===== src/rtl/memsel_pkg.sv =====
package memsel_pkg;
  localparam int ADDR_W      = 20;
  localparam int LO_W        = 8;
  localparam int HI_W        = ADDR_W - LO_W;
  localparam int BANK_N      = 8;
  localparam int BANK_IDX_W  = $clog2(BANK_N);
  localparam int ROM_AW      = 14;
  localparam int RAM_FULL_AW = 18;
  localparam int RAM_PART_AW = 16;

  typedef struct packed {
    logic              ram;
    logic [BANK_N-1:0] bank;
    logic              boot;
  } hit_t;
endpackage


===== src/rtl/memsel_addr_latch.sv =====
module memsel_addr_latch
  import memsel_pkg::*;
(
  input  logic              clk,
  input  logic              rst,
  input  logic              ale,
  input  logic [LO_W-1:0]   lo_in,
  input  logic [HI_W-1:0]   hi_in,
  output logic [ADDR_W-1:0] addr_q
);

  // Follows the bus while the strobe is high, freezes once it drops.
  always_ff @(posedge clk) begin
    if (rst)      addr_q <= '0;
    else if (ale) addr_q <= {hi_in, lo_in};
  end

  assert_hold_R10: assert property (@(posedge clk) disable iff (rst)
    !ale |=> $stable(addr_q));

endmodule


===== src/rtl/memsel_region_decode.sv =====
module memsel_region_decode
  import memsel_pkg::*;
#(
  parameter bit PARTIAL = 1'b0
) (
  input  logic [ADDR_W-1:0]      addr,
  output hit_t                   hit,
  output logic [RAM_FULL_AW-1:0] ram_addr,
  output logic [ROM_AW-1:0]      rom_offset
);

  localparam int TOP = ADDR_W - 1;

  logic                  ram_hit;
  logic                  bank_en;
  logic                  boot_hit;
  logic [BANK_IDX_W-1:0] bank_idx;
  logic [BANK_N-1:0]     bank_vec;

  assign bank_idx   = addr[ROM_AW +: BANK_IDX_W];
  assign rom_offset = addr[ROM_AW-1:0];

  generate
    if (PARTIAL) begin : g_partial
      // Mirrors: RAM drops bits 17:16, bank drops bit 18, boot drops bit 19.
      assign ram_hit  = (addr[TOP -: 2] == 2'b00);
      assign bank_en  = addr[TOP] & ~addr[TOP-2];
      assign boot_hit = &addr[TOP-1:ROM_AW];
      assign ram_addr = {{(RAM_FULL_AW-RAM_PART_AW){1'b0}}, addr[RAM_PART_AW-1:0]};
    end else begin : g_full
      assign ram_hit  = (addr[TOP -: 2] == 2'b00);
      assign bank_en  = (addr[TOP -: 3] == 3'b100);
      assign boot_hit = &addr[TOP:ROM_AW];
      assign ram_addr = addr[RAM_FULL_AW-1:0];
    end
  endgenerate

  genvar k;
  generate
    for (k = 0; k < BANK_N; k++) begin : g_bank
      assign bank_vec[k] = bank_en && (bank_idx == BANK_IDX_W'(k));
    end
  endgenerate

  assign hit = {ram_hit, bank_vec, boot_hit};

endmodule


===== src/rtl/memsel_cmd_qualify.sv =====
module memsel_cmd_qualify
  import memsel_pkg::*;
(
  input  logic              clk,
  input  logic              rst,
  input  logic              ale,
  input  logic              io_mem,
  input  logic              rd_n,
  input  logic              wr_n,
  input  hit_t              hit,
  output logic              ram_sel_n,
  output logic [BANK_N-1:0] bank_sel_n,
  output logic              boot_sel_n,
  output logic              mem_rd_n,
  output logic              mem_wr_n
);

  logic mem_cyc, rd_go, wr_go, any_go;

  assign mem_cyc = ~io_mem & ~ale;
  assign rd_go   = mem_cyc & ~rd_n;
  assign wr_go   = mem_cyc & ~wr_n;
  assign any_go  = rd_go | wr_go;

  always_ff @(posedge clk) begin
    if (rst) begin
      ram_sel_n  <= 1'b1;
      bank_sel_n <= '1;
      boot_sel_n <= 1'b1;
      mem_rd_n   <= 1'b1;
      mem_wr_n   <= 1'b1;
    end else begin
      ram_sel_n  <= ~(any_go & hit.ram);
      bank_sel_n <= ~({BANK_N{any_go}} & hit.bank);
      boot_sel_n <= ~(any_go & hit.boot);
      mem_rd_n   <= ~rd_go;
      mem_wr_n   <= ~wr_go;
    end
  end

  assert_one_select_R11: assert property (@(posedge clk) disable iff (rst)
    $onehot0({~ram_sel_n, ~bank_sel_n, ~boot_sel_n}));

  assert_io_blocks_R2: assert property (@(posedge clk) disable iff (rst)
    io_mem |=> (ram_sel_n && (&bank_sel_n) && boot_sel_n && mem_rd_n && mem_wr_n));

  assert_idle_quiet_R9: assert property (@(posedge clk) disable iff (rst)
    (rd_n && wr_n) |=> (ram_sel_n && (&bank_sel_n) && boot_sel_n && mem_rd_n && mem_wr_n));

  assert_strobe_quiet_R12: assert property (@(posedge clk) disable iff (rst)
    ale |=> (ram_sel_n && (&bank_sel_n) && boot_sel_n && mem_rd_n && mem_wr_n));

endmodule


===== src/rtl/busmem_select.sv =====
module busmem_select
  import memsel_pkg::*;
#(
  parameter bit PARTIAL_DECODE = 1'b0
) (
  input  logic                   clk,
  input  logic                   rst,
  input  logic                   ale,
  input  logic [LO_W-1:0]        ad_lo,
  input  logic [HI_W-1:0]        a_hi,
  input  logic                   io_mem,
  input  logic                   rd_n,
  input  logic                   wr_n,
  output logic [ADDR_W-1:0]      lat_addr,
  output logic [RAM_FULL_AW-1:0] ram_addr,
  output logic [ROM_AW-1:0]      rom_offset,
  output logic                   ram_sel_n,
  output logic [BANK_N-1:0]      bank_sel_n,
  output logic                   boot_sel_n,
  output logic                   mem_rd_n,
  output logic                   mem_wr_n
);

  logic [ADDR_W-1:0] addr_q;
  hit_t              hit;

  memsel_addr_latch u_latch (
    .clk    (clk),
    .rst    (rst),
    .ale    (ale),
    .lo_in  (ad_lo),
    .hi_in  (a_hi),
    .addr_q (addr_q)
  );

  memsel_region_decode #(.PARTIAL(PARTIAL_DECODE)) u_decode (
    .addr       (addr_q),
    .hit        (hit),
    .ram_addr   (ram_addr),
    .rom_offset (rom_offset)
  );

  memsel_cmd_qualify u_qualify (
    .clk        (clk),
    .rst        (rst),
    .ale        (ale),
    .io_mem     (io_mem),
    .rd_n       (rd_n),
    .wr_n       (wr_n),
    .hit        (hit),
    .ram_sel_n  (ram_sel_n),
    .bank_sel_n (bank_sel_n),
    .boot_sel_n (boot_sel_n),
    .mem_rd_n   (mem_rd_n),
    .mem_wr_n   (mem_wr_n)
  );

  assign lat_addr = addr_q;

endmodule


===== config.mk =====
export PLATFORM = sky130hd
export DESIGN_NAME = busmem_select
export DESIGN_NICKNAME = d
export VERILOG_FILES = /design/src/rtl/memsel_pkg.sv /design/src/rtl/memsel_addr_latch.sv /design/src/rtl/memsel_region_decode.sv /design/src/rtl/memsel_cmd_qualify.sv /design/src/rtl/busmem_select.sv
export SDC_FILE = /design/constraint.sdc
export NUM_CORES = 1
export LEC_CHECK = 0
export BUFFER_PORTS_ARGS = -buffer_cell sky130_fd_sc_hd__buf_2
export CAP_MARGIN = 20
export CELL_PAD_IN_SITES_DETAIL_PLACEMENT = 1
export CELL_PAD_IN_SITES_GLOBAL_PLACEMENT = 2
export CORE_UTILIZATION = 20
export CTS_CLUSTER_SIZE = 14
export DETAILED_ROUTE_END_ITERATION = 10
export PLACE_DENSITY_LB_ADDON = 0.1
export SYNTH_ARGS = -nofsm -noshare
export SYNTH_HDL_FRONTEND = slang
export SYNTH_HIERARCHICAL = 1
export SYNTH_SLANG_ARGS = --single-unit

===== constraint.sdc =====
create_clock -name clk -period 1.24 [get_ports clk]
set_input_delay 0.124 -clock clk [delete_from_list [all_inputs] [get_ports clk]]
set_output_delay 0.124 -clock clk [all_outputs]
set_load 0.01 [all_outputs]

==> run metrics, run 1 <==
critical path depth=3; fmax=866 MHz; DRT Pass-1 Iters=9; clock latency at the later pin of the worst-skew pair=0.28 ns; vias per inst=3.90; # Post-CTS Setup Buffers=0; GRT Residual Overflow=0; Rows=29; adder-cell share of the synthesized area=0%; Detail Route Antenna Nets=0; commonest non-fill, non-tap cells in the layout=89 x buf_2, 32 x dfxtp_1, 28 x nor2_1, 20 x mux2i_1, 11 x nand2_1; Synth Instances=139; FF+latch area=641 sq um; kind of critical path=flip-flop to flip-flop; Distinct cells, synth=15; CTS tree=built; largest family of logic cells by synthesized area=buffers and inverters; CP Capture Type=flip-flop; DP HPWL=2680 um; status=finished, violations left; Worst-Margin Slew=0.277 ns; WL per Instance=12.1 um; Simple-Gate Fraction of Synth Area=16.0%; worst reg2reg path depth=3; R2R setup slack=0.09 ns; startpoint types=flip-flop; GRT Overall Usage=9.51%; commonest non-fill, non-tap cell in the layout=buf_2; Max-Cap Viols=0; critical-path cell list=or4b_4 > nor2_1 > nand2_1; global-route wire length before repair=5200 um; final hold violation count=0; cell family with most CP delay=simple AND/OR/NAND/NOR gates; die extent in y=84.9 um; Mapped Nets=165; Synth area leader=dfxtp_1; CTS root buffer=clkbuf_8; area of the multi-input gates=448 sq um; Final setup violation count=0; top cell type's share of synthesized area=46.6%; setup TNS=0 ns; Setup crit end=u_qualify/bank_sel_n[1]; share of layout cells above drive strength 1=52.4%; max-slew violation count=0; DR vias=1,103; n_diodes=0; die area=7200 sq um; Final period util=93.1%; Sink Count=32; H-tree depth=2; Seq/Total Area, Yosys=46.6%; DR iter-0 viols=17; PortBufs=89; xor/xnor share of the synthesized area=0%; CP max stage cell=or4b_4; max incr delay on CP=0.57 ns; synthesized cell area=1370 sq um; final wirelength=3410 um; largest net degree at the start of global routing=13; Rel. slew slack=81.5%; register bit total from synthesis=32; number of fill cells=797; fin crit period=1.15 ns; beginning of the critical path=u_latch/addr_q[18]; routability congestion estimate=0.662; Synth area leaders=dfxtp_1 47%, buf_4 19%, mux2i_1 15%; syn avg cell area=9.88 sq um; Area Overhead vs Synth=29.5%; WP data required=1.42 ns; slack of the critical path=0.0857 ns; clock buffer count from CTS=5; # DRC=6; CTS Buffer Depth=2; reg2reg end=u_qualify/bank_sel_n[1]; Die Width=84.9 um; initial core utilization=21.2%; Clock Skew=0.00481 ns; cell area power density=1230 nW/um^2; post-synthesis mux area share=14.6%; worst hold path type=input pin to flip-flop; worst r2r src=u_latch/addr_q[18]; # nets final=232; Core Area=6490 sq um; Worst Path Arrival=1.33 ns; initial antenna violation count=0; Synth Area in Compound Gates=2.00%; Boundary Pins=90; unrepaired setup endpoints after global routing=false; post-cts hold buffer count=0; number of global-route vias before repair=1,033; clk slew on worst S/H paths=0.07 ns; Synth Warn #=6; critical path peak fanout=4; Worst Path Buf+Inv=0; violated checks=DRC; Max IR drop VDD=0.448 mV; leakage=0.918 nW; worst slack at placement=0.0834 ns; post_cts resized=0
[synth_stat cells (all sizes together)]
master	count
nand2b	2
nand4	1
mux2i	20
buf	36
nand2	11
nand4bb	1
dfxtp	32
or4	2
nor3	2
a2111oi	1
or4b	1
clkbuf	2
nor2	28
[kinds of logic after synthesis]
group                  Yosys count
AO/OA/AOI/OAI                    1
flip-flops                      32
buffers and inverters           38
multiplexers                    20
AND/OR/NAND/NOR                 48
[state kept, by name (all words and copies together), names as in the netlist]
signal,count
u_qualify/bank_sel_n,8
u_qualify/mem_rd_n,1
u_qualify/boot_sel_n,1
u_latch/addr_q,20
u_qualify/mem_wr_n,1
u_qualify/ram_sel_n,1
[worst register-to-register path, cell delays in order (launching register included)]
cell,delay [ns]
dfxtp_1,0.31
or4b_4,0.57
nor2_1,0.12
nand2_1,0.05
[cell type report]
| class | instances | area share (%) |
|---|---|---|
| clock buffer | 5 | 3.87 |
| clock inverter | 2 | 0.703 |
| multi-input combinational | 69 | 25.2 |
| sequential | 32 | 36.0 |
| tap | 77 | 5.41 |
| timing repair buffer | 98 | 28.8 |
[per-layer routing]
metal  vias to the layer above  routed length [um]  global-route usage (%)
li1                        547                   -                       -
met2                        55                1570                    15.4
met3                         6                 294                    3.21
met1                       495                1490                    11.5
met4                         0                  55                    4.16
met5                         -                   0                       0
[metrics by stage]
stage	power [mW]	hold WS, ns	area (sq um)	util [%]	cells
2_1_floorplan	1.37	0.224	1370	-	139
3_3_place_gp	1.47	0.358	1700	26.1	276
3_5_place_dp	1.47	0.369	1700	26.1	276
4_1_cts	2.25	0.0694	1780	27.4	283
5_1_grt	2.34	0.0786	1780	27.4	283
6_report	2.19	0.0783	1780	27.4	283
[power breakdown]
| group | total [mW] | leakage, nW | internal, mW | switching (mW) |
|---|---|---|---|---|
| clock network | 0.751 | 0.0400 | 0.379 | 0.371 |
| registers | 1.11 | 0.263 | 1.07 | 0.0351 |
| logic | 0.336 | 0.615 | 0.160 | 0.176 |
[how the worst min path moves through the flow]
| stage | from | end | slack, ns | cells after the start |
|---|---|---|---|---|
| 3_3_place_gp | a_hi[3] | u_latch/addr_q[11] | 0.36 | 3 |
| 4_1_cts | wr_n | u_qualify/mem_wr_n | 0.07 | 2 |
| 5_1_grt | wr_n | u_qualify/mem_wr_n | 0.08 | 2 |
| 6_report | wr_n | u_qualify/mem_wr_n | 0.08 | 2 |
| 2_1_floorplan | rd_n | u_qualify/mem_rd_n | 0.22 | 1 |
| 3_5_place_dp | a_hi[6] | u_latch/addr_q[14] | 0.37 | 3 |
(Power assumes the default switching activity.)
==> run 2, diff against run 1 <==
- REMOVE_ABC_BUFFERS: default -> 1
==> run 2 against run 1 <==
Against the previous run: the run still ends with DRC left; global-route usage increased by 0.79 points; clock skew down 0.0022 ns; sequential power is essentially flat; critical path type unchanged; critical endpoint unchanged; largest cell class unchanged.
==> run metrics, run 2 (same netlist as run 1, synthesis figures left out) <==
status=finished, violations left; violated checks=DRC; reg2reg end=u_qualify/bank_sel_n[1]; Max-Cap Viols=0; # Post-CTS Setup Buffers=0; fin crit period=1.18 ns; n_diodes=0; area of the multi-input gates=448 sq um; launch point of the worst hold path=rd_n; # DRC=6; R2R setup slack=0.06 ns; endpoint of the worst hold path=u_qualify/mem_rd_n; global-route wire length before repair=5610 um; PortBufs=89; Min Hold Slack=0.0814 ns; post-cts hold buffer count=0; H-tree depth=2; number of fill cells=796; FF+latch area=641 sq um; critical-path cell list=or4b_4 > nor2_1 > nand2_1; Largest register FFs=20; Clock Skew=0.00264 ns; WL per Instance=12.5 um; Worst Path Arrival=1.35 ns; DRT Pass-1 Iters=8; clock buffer count from CTS=5; Rel. slew slack=81.0%; CP Capture Type=flip-flop; clk slew on worst S/H paths=0.06 ns; Detail Route Antenna Nets=0; die extent in y=84.9 um; Max IR drop VDD=0.346 mV; setup TNS=0 ns; commonest non-fill, non-tap cell in the layout=buf_2; final hold violation count=0; worst hold path type=input pin to flip-flop; vias per inst=3.92; max incr delay on CP=0.57 ns; worst r2r src=u_latch/addr_q[18]; Boundary Pins=90; Sink Count=32; CTS root buffer=clkbuf_8; Final period util=95.1%; share of layout cells above drive strength 1=51.5%; Worst Path Buf+Inv=0; fmax=848 MHz; final wirelength=3500 um; Die Width=84.9 um; CP max stage cell=or4b_4; critical path peak fanout=4; cell family with most CP delay=simple AND/OR/NAND/NOR gates; Core Util, Final=27.3%; Area Overhead vs Synth=29.1%; clock latency at the later pin of the worst-skew pair=0.28 ns; number of global-route vias before repair=1,093; largest net degree at the start of global routing=19; GRT Residual Overflow=0; DP HPWL=2760 um; GRT Overall Usage=10.3%; cell area power density=1230 nW/um^2; Core Area=6490 sq um; worst reg2reg path depth=3; DR iter-0 viols=58; Hold Path Stages=2; Largest Register=u_latch/addr_q; Rows=29; DR vias=1,101; WP data required=1.41 ns; commonest non-fill, non-tap cells in the layout=89 x buf_2, 32 x dfxtp_1, 28 x nor2_1, 20 x mux2i_1, 11 x nand2_1; Final setup violation count=0; leakage=0.914 nW; largest registers=u_latch/addr_q x20, u_qualify/bank_sel_n x8; initial antenna violation count=0; startpoint types=flip-flop; routability congestion estimate=0.706; critical path depth=3; CTS Buffer Depth=2; die area=7200 sq um; max-slew violation count=0; CTS tree=built; post_cts resized=0; kind of critical path=flip-flop to flip-flop; unrepaired setup endpoints after global routing=false; initial core utilization=21.2%; Worst-Margin Slew=0.285 ns; # nets final=230
==> run 2: changes by cell type in the layout (fill, tap and decap cells not counted), sizes merged <==
cell and change:
buf -2, clkbuf +1, clkinvlp -1
==> run 2: worst max path at each step <==
stage | to | from
2_1_floorplan | u_qualify/bank_sel_n[0] | u_latch/addr_q[16]
6_report | u_qualify/bank_sel_n[1] | u_latch/addr_q[18]
4_1_cts | u_qualify/bank_sel_n[1] | u_latch/addr_q[18]
3_3_place_gp | u_qualify/bank_sel_n[1] | u_latch/addr_q[18]
5_1_grt | u_qualify/bank_sel_n[0] | u_latch/addr_q[18]
3_5_place_dp | u_qualify/bank_sel_n[1] | u_latch/addr_q[18]
==> run 2: final cells by class <==
cell class                 count  area share, %
sequential                    32           36.1
timing repair buffer          96           28.8
clock inverter                 1          0.282
multi-input combinational     69           25.3
tap                           77           5.43
clock buffer                   6           4.09
==> run 2: power breakdown <==
part / internal (mW) / total, mW / switching (mW)
clock network: 0.381 / 0.734 / 0.353
registers: 1.07 / 1.11 / 0.0363
logic: 0.160 / 0.335 / 0.174
==> run 2: per-layer routing <==
layer	GRT usage (%)	up-vias	share of wire [%]
li1	-	544	-
met5	0	-	0
met4	3.70	0	1.0
met1	11.6	511	43
met2	17.4	44	49
met3	4.47	2	6.3
==> run 2: worst reg2reg max path, cell delays in order, from the launching register on <==
cell	delay (ns)
dfxtp_1	0.31
or4b_4	0.57
nor2_1	0.12
nand2_1	0.06
==> run 2: through the flow <==
step	power (mW)	setup slack, ns	cell area [sq um]	instances
3_3_place_gp	1.47	0.102	1700	274
2_1_floorplan	1.26	0.0131	1090	101
4_1_cts	2.24	0.0376	1770	281
3_5_place_dp	1.47	0.0450	1700	274
5_1_grt	2.32	0.00155	1770	281
6_report	2.18	0.0605	1770	281
==> run 3, diff against run 2 <==
- CORE_UTILIZATION: 20 -> 21
- CTS_BUF_LIST: default -> sky130_fd_sc_hd__clkbuf_2
==> run 3 against run 2 <==
Against the previous run: the flow now finishes without violations; sequential power barely moved; global-route usage shrank 0.30 points; final area increased by 8.4%; wire length is 1.3% lower; first-iteration DRC count fell by 79%; clock power down 36%; non-clock buffer count is 19 higher; register-to-register slack barely moved; fmax decreased by 1.3%; setup slack got worse by 0.015 ns; largest cell class is now non-clock buffers.
==> run metrics, run 3 (same netlist as run 1, synthesis figures left out) <==
status=complete, no violations; worst hold path type=input pin to flip-flop; CTS root buffer=clkbuf_2; fmax=837 MHz; WL per Instance=11.5 um; PortBufs=89; Boundary Pins=90; DR vias=1,185; kind of critical path=input pin to flip-flop; Final period util=96.3%; R2R setup slack=0.06 ns; setup TNS=0 ns; Die Width=82.9 um; switching power=555 uW; largest net degree at the start of global routing=21; GRT Overall Usage=10.0%; share of layout cells above drive strength 1=48.0%; fin crit period=1.19 ns; cell area power density=1020 nW/um^2; # Post-CTS Setup Buffers=0; CTS Buffer Depth=2; worst r2r src=u_latch/addr_q[18]; routability congestion estimate=0.683; WP data required=1.50 ns; Final setup violation count=0; FF+latch area=642 sq um; Detail Route Antenna Nets=0; Clock Skew=0.00503 ns; vias per inst=3.95; die area=6870 sq um; placed inst area=1700 sq um; Rel. slew slack=82.3%; Sequential Power Share=56.5%; leakage=0.982 nW; CP Capture Type=flip-flop; global-route wire length before repair=5460 um; beginning of the critical path=rd_n; clk slew on worst S/H paths=0.16 ns; CTS tree=built; Clock Power Share=24.1%; final hold violation count=0; number of fill cells=745; largest registers=u_latch/addr_q x20, u_qualify/bank_sel_n x8; worst reg2reg path depth=3; Setup crit end=u_qualify/boot_sel_n; Area Overhead vs Synth=39.9%; area of the multi-input gates=448 sq um; Design Area, Final=1920 sq um; DRT Pass-1 Iters=3; max-slew violation count=0; Worst-Margin Slew=0.264 ns; Worst Path Arrival=1.45 ns; unrepaired setup endpoints after global routing=true; Largest register FFs=20; clock latency at the later pin of the worst-skew pair=0.34 ns; reg2reg end=u_qualify/bank_sel_n[2]; initial core utilization=21.6%; Switching Fraction=28.3%; number of global-route vias before repair=1,182; critical path peak fanout=10; initial antenna violation count=0; Rows=29; Pint=1.41 mW; Gate power share=19.4%; H-tree depth=2; Sink Count=32; Core Area=6350 sq um; clock buffer count from CTS=5; die extent in y=82.9 um; # nets final=249; startpoint types=input pin; DR iter-0 viols=12; final wirelength=3460 um; # DRC=0; commonest non-fill, non-tap cell in the layout=buf_2; DP HPWL=2570 um; Largest Register=u_latch/addr_q; commonest non-fill, non-tap cells in the layout=89 x buf_2, 31 x dfxtp_1, 28 x nor2_1, 20 x mux2i_1, 19 x dlygate4sd3_1; Max-Cap Viols=0; Max IR drop VDD=0.406 mV; n_diodes=0; GRT Residual Overflow=0
-- run 3: changes by cell type in the layout (fill, tap and decap cells not counted) --
| cell | delta |
|---|---|
| dfxtp_1 | -1 |
| dlygate4sd3_1 | +19 |
| clkbuf_1 | -1 |
| clkbuf_8 | -5 |
| clkbuf_2 | +6 |
| dfxtp_2 | +1 |
-- run 3: layer usage --
layer	vias to the layer above	routed length [um]	global-route usage (%)
li1	585	-	-
met3	5	260	3.18
met1	537	1390	10.9
met2	58	1780	18.2
met5	-	0	0
met4	0	29	3.29
-- run 3: area by class of cell --
class | instances | area share, %
multi-input cells | 69 | 23.3
clock inverters | 1 | 0.260
flip-flops and latches | 32 | 33.4
well taps | 77 | 5.01
clock buffers | 6 | 1.56
repair buffers | 115 | 36.5
-- run 3: per-stage QoR --
step                      setup slack, ns  instances  power [mW]  hold slack (ns)  util, %
after floorplan                    0.0131        101        1.26            0.196        -
after global placement              0.102        274        1.47            0.358     26.7
after detailed placement           0.0856        274        1.47            0.367     26.7
after CTS                          0.0211        300        2.00        0.0000682     30.2
after global routing              -0.0144        300        2.07         0.000836     30.3
final                              0.0454        300        1.96           0.0246     30.3
-- run 3: worst min path at each step --
stage          slack [ns]  startpoint  depth (start not counted)                 end
3_5_place_dp         0.37    ad_lo[7]                          3   u_latch/addr_q[7]
4_1_cts           0.00007     a_hi[9]                          3  u_latch/addr_q[17]
6_report             0.02    a_hi[11]                          3  u_latch/addr_q[19]
2_1_floorplan        0.20         rst                          1   u_latch/addr_q[0]
3_3_place_gp         0.36    ad_lo[0]                          3   u_latch/addr_q[0]
5_1_grt            0.0008    a_hi[11]                          3  u_latch/addr_q[19]
-- run 3: worst max-delay path, stage by stage --
cell and delay, ns:
dlygate4sd3_1 0.54, buf_2 0.14, a2111oi_4 0.35, buf_4 0.23, nand2_1 0.07
-- run 3: what timing repair did --
item / in CTS / in global routing
gates resized for setup: 0 / 1
hold buffers: 19 / 0
endpoints found under the hold margin: 18 / 0
setup endpoints to repair: 0 / 3
-- run 3: power by group through the flow --
stage / clock [mW] / sequential, mW / combinational (mW)
floorplan: 0 / 1.19 / 0.0736
global placement: 0 / 1.13 / 0.340
detailed placement: 0 / 1.13 / 0.340
CTS: 0.508 / 1.11 / 0.387
global route: 0.541 / 1.12 / 0.413
finish: 0.471 / 1.11 / 0.381
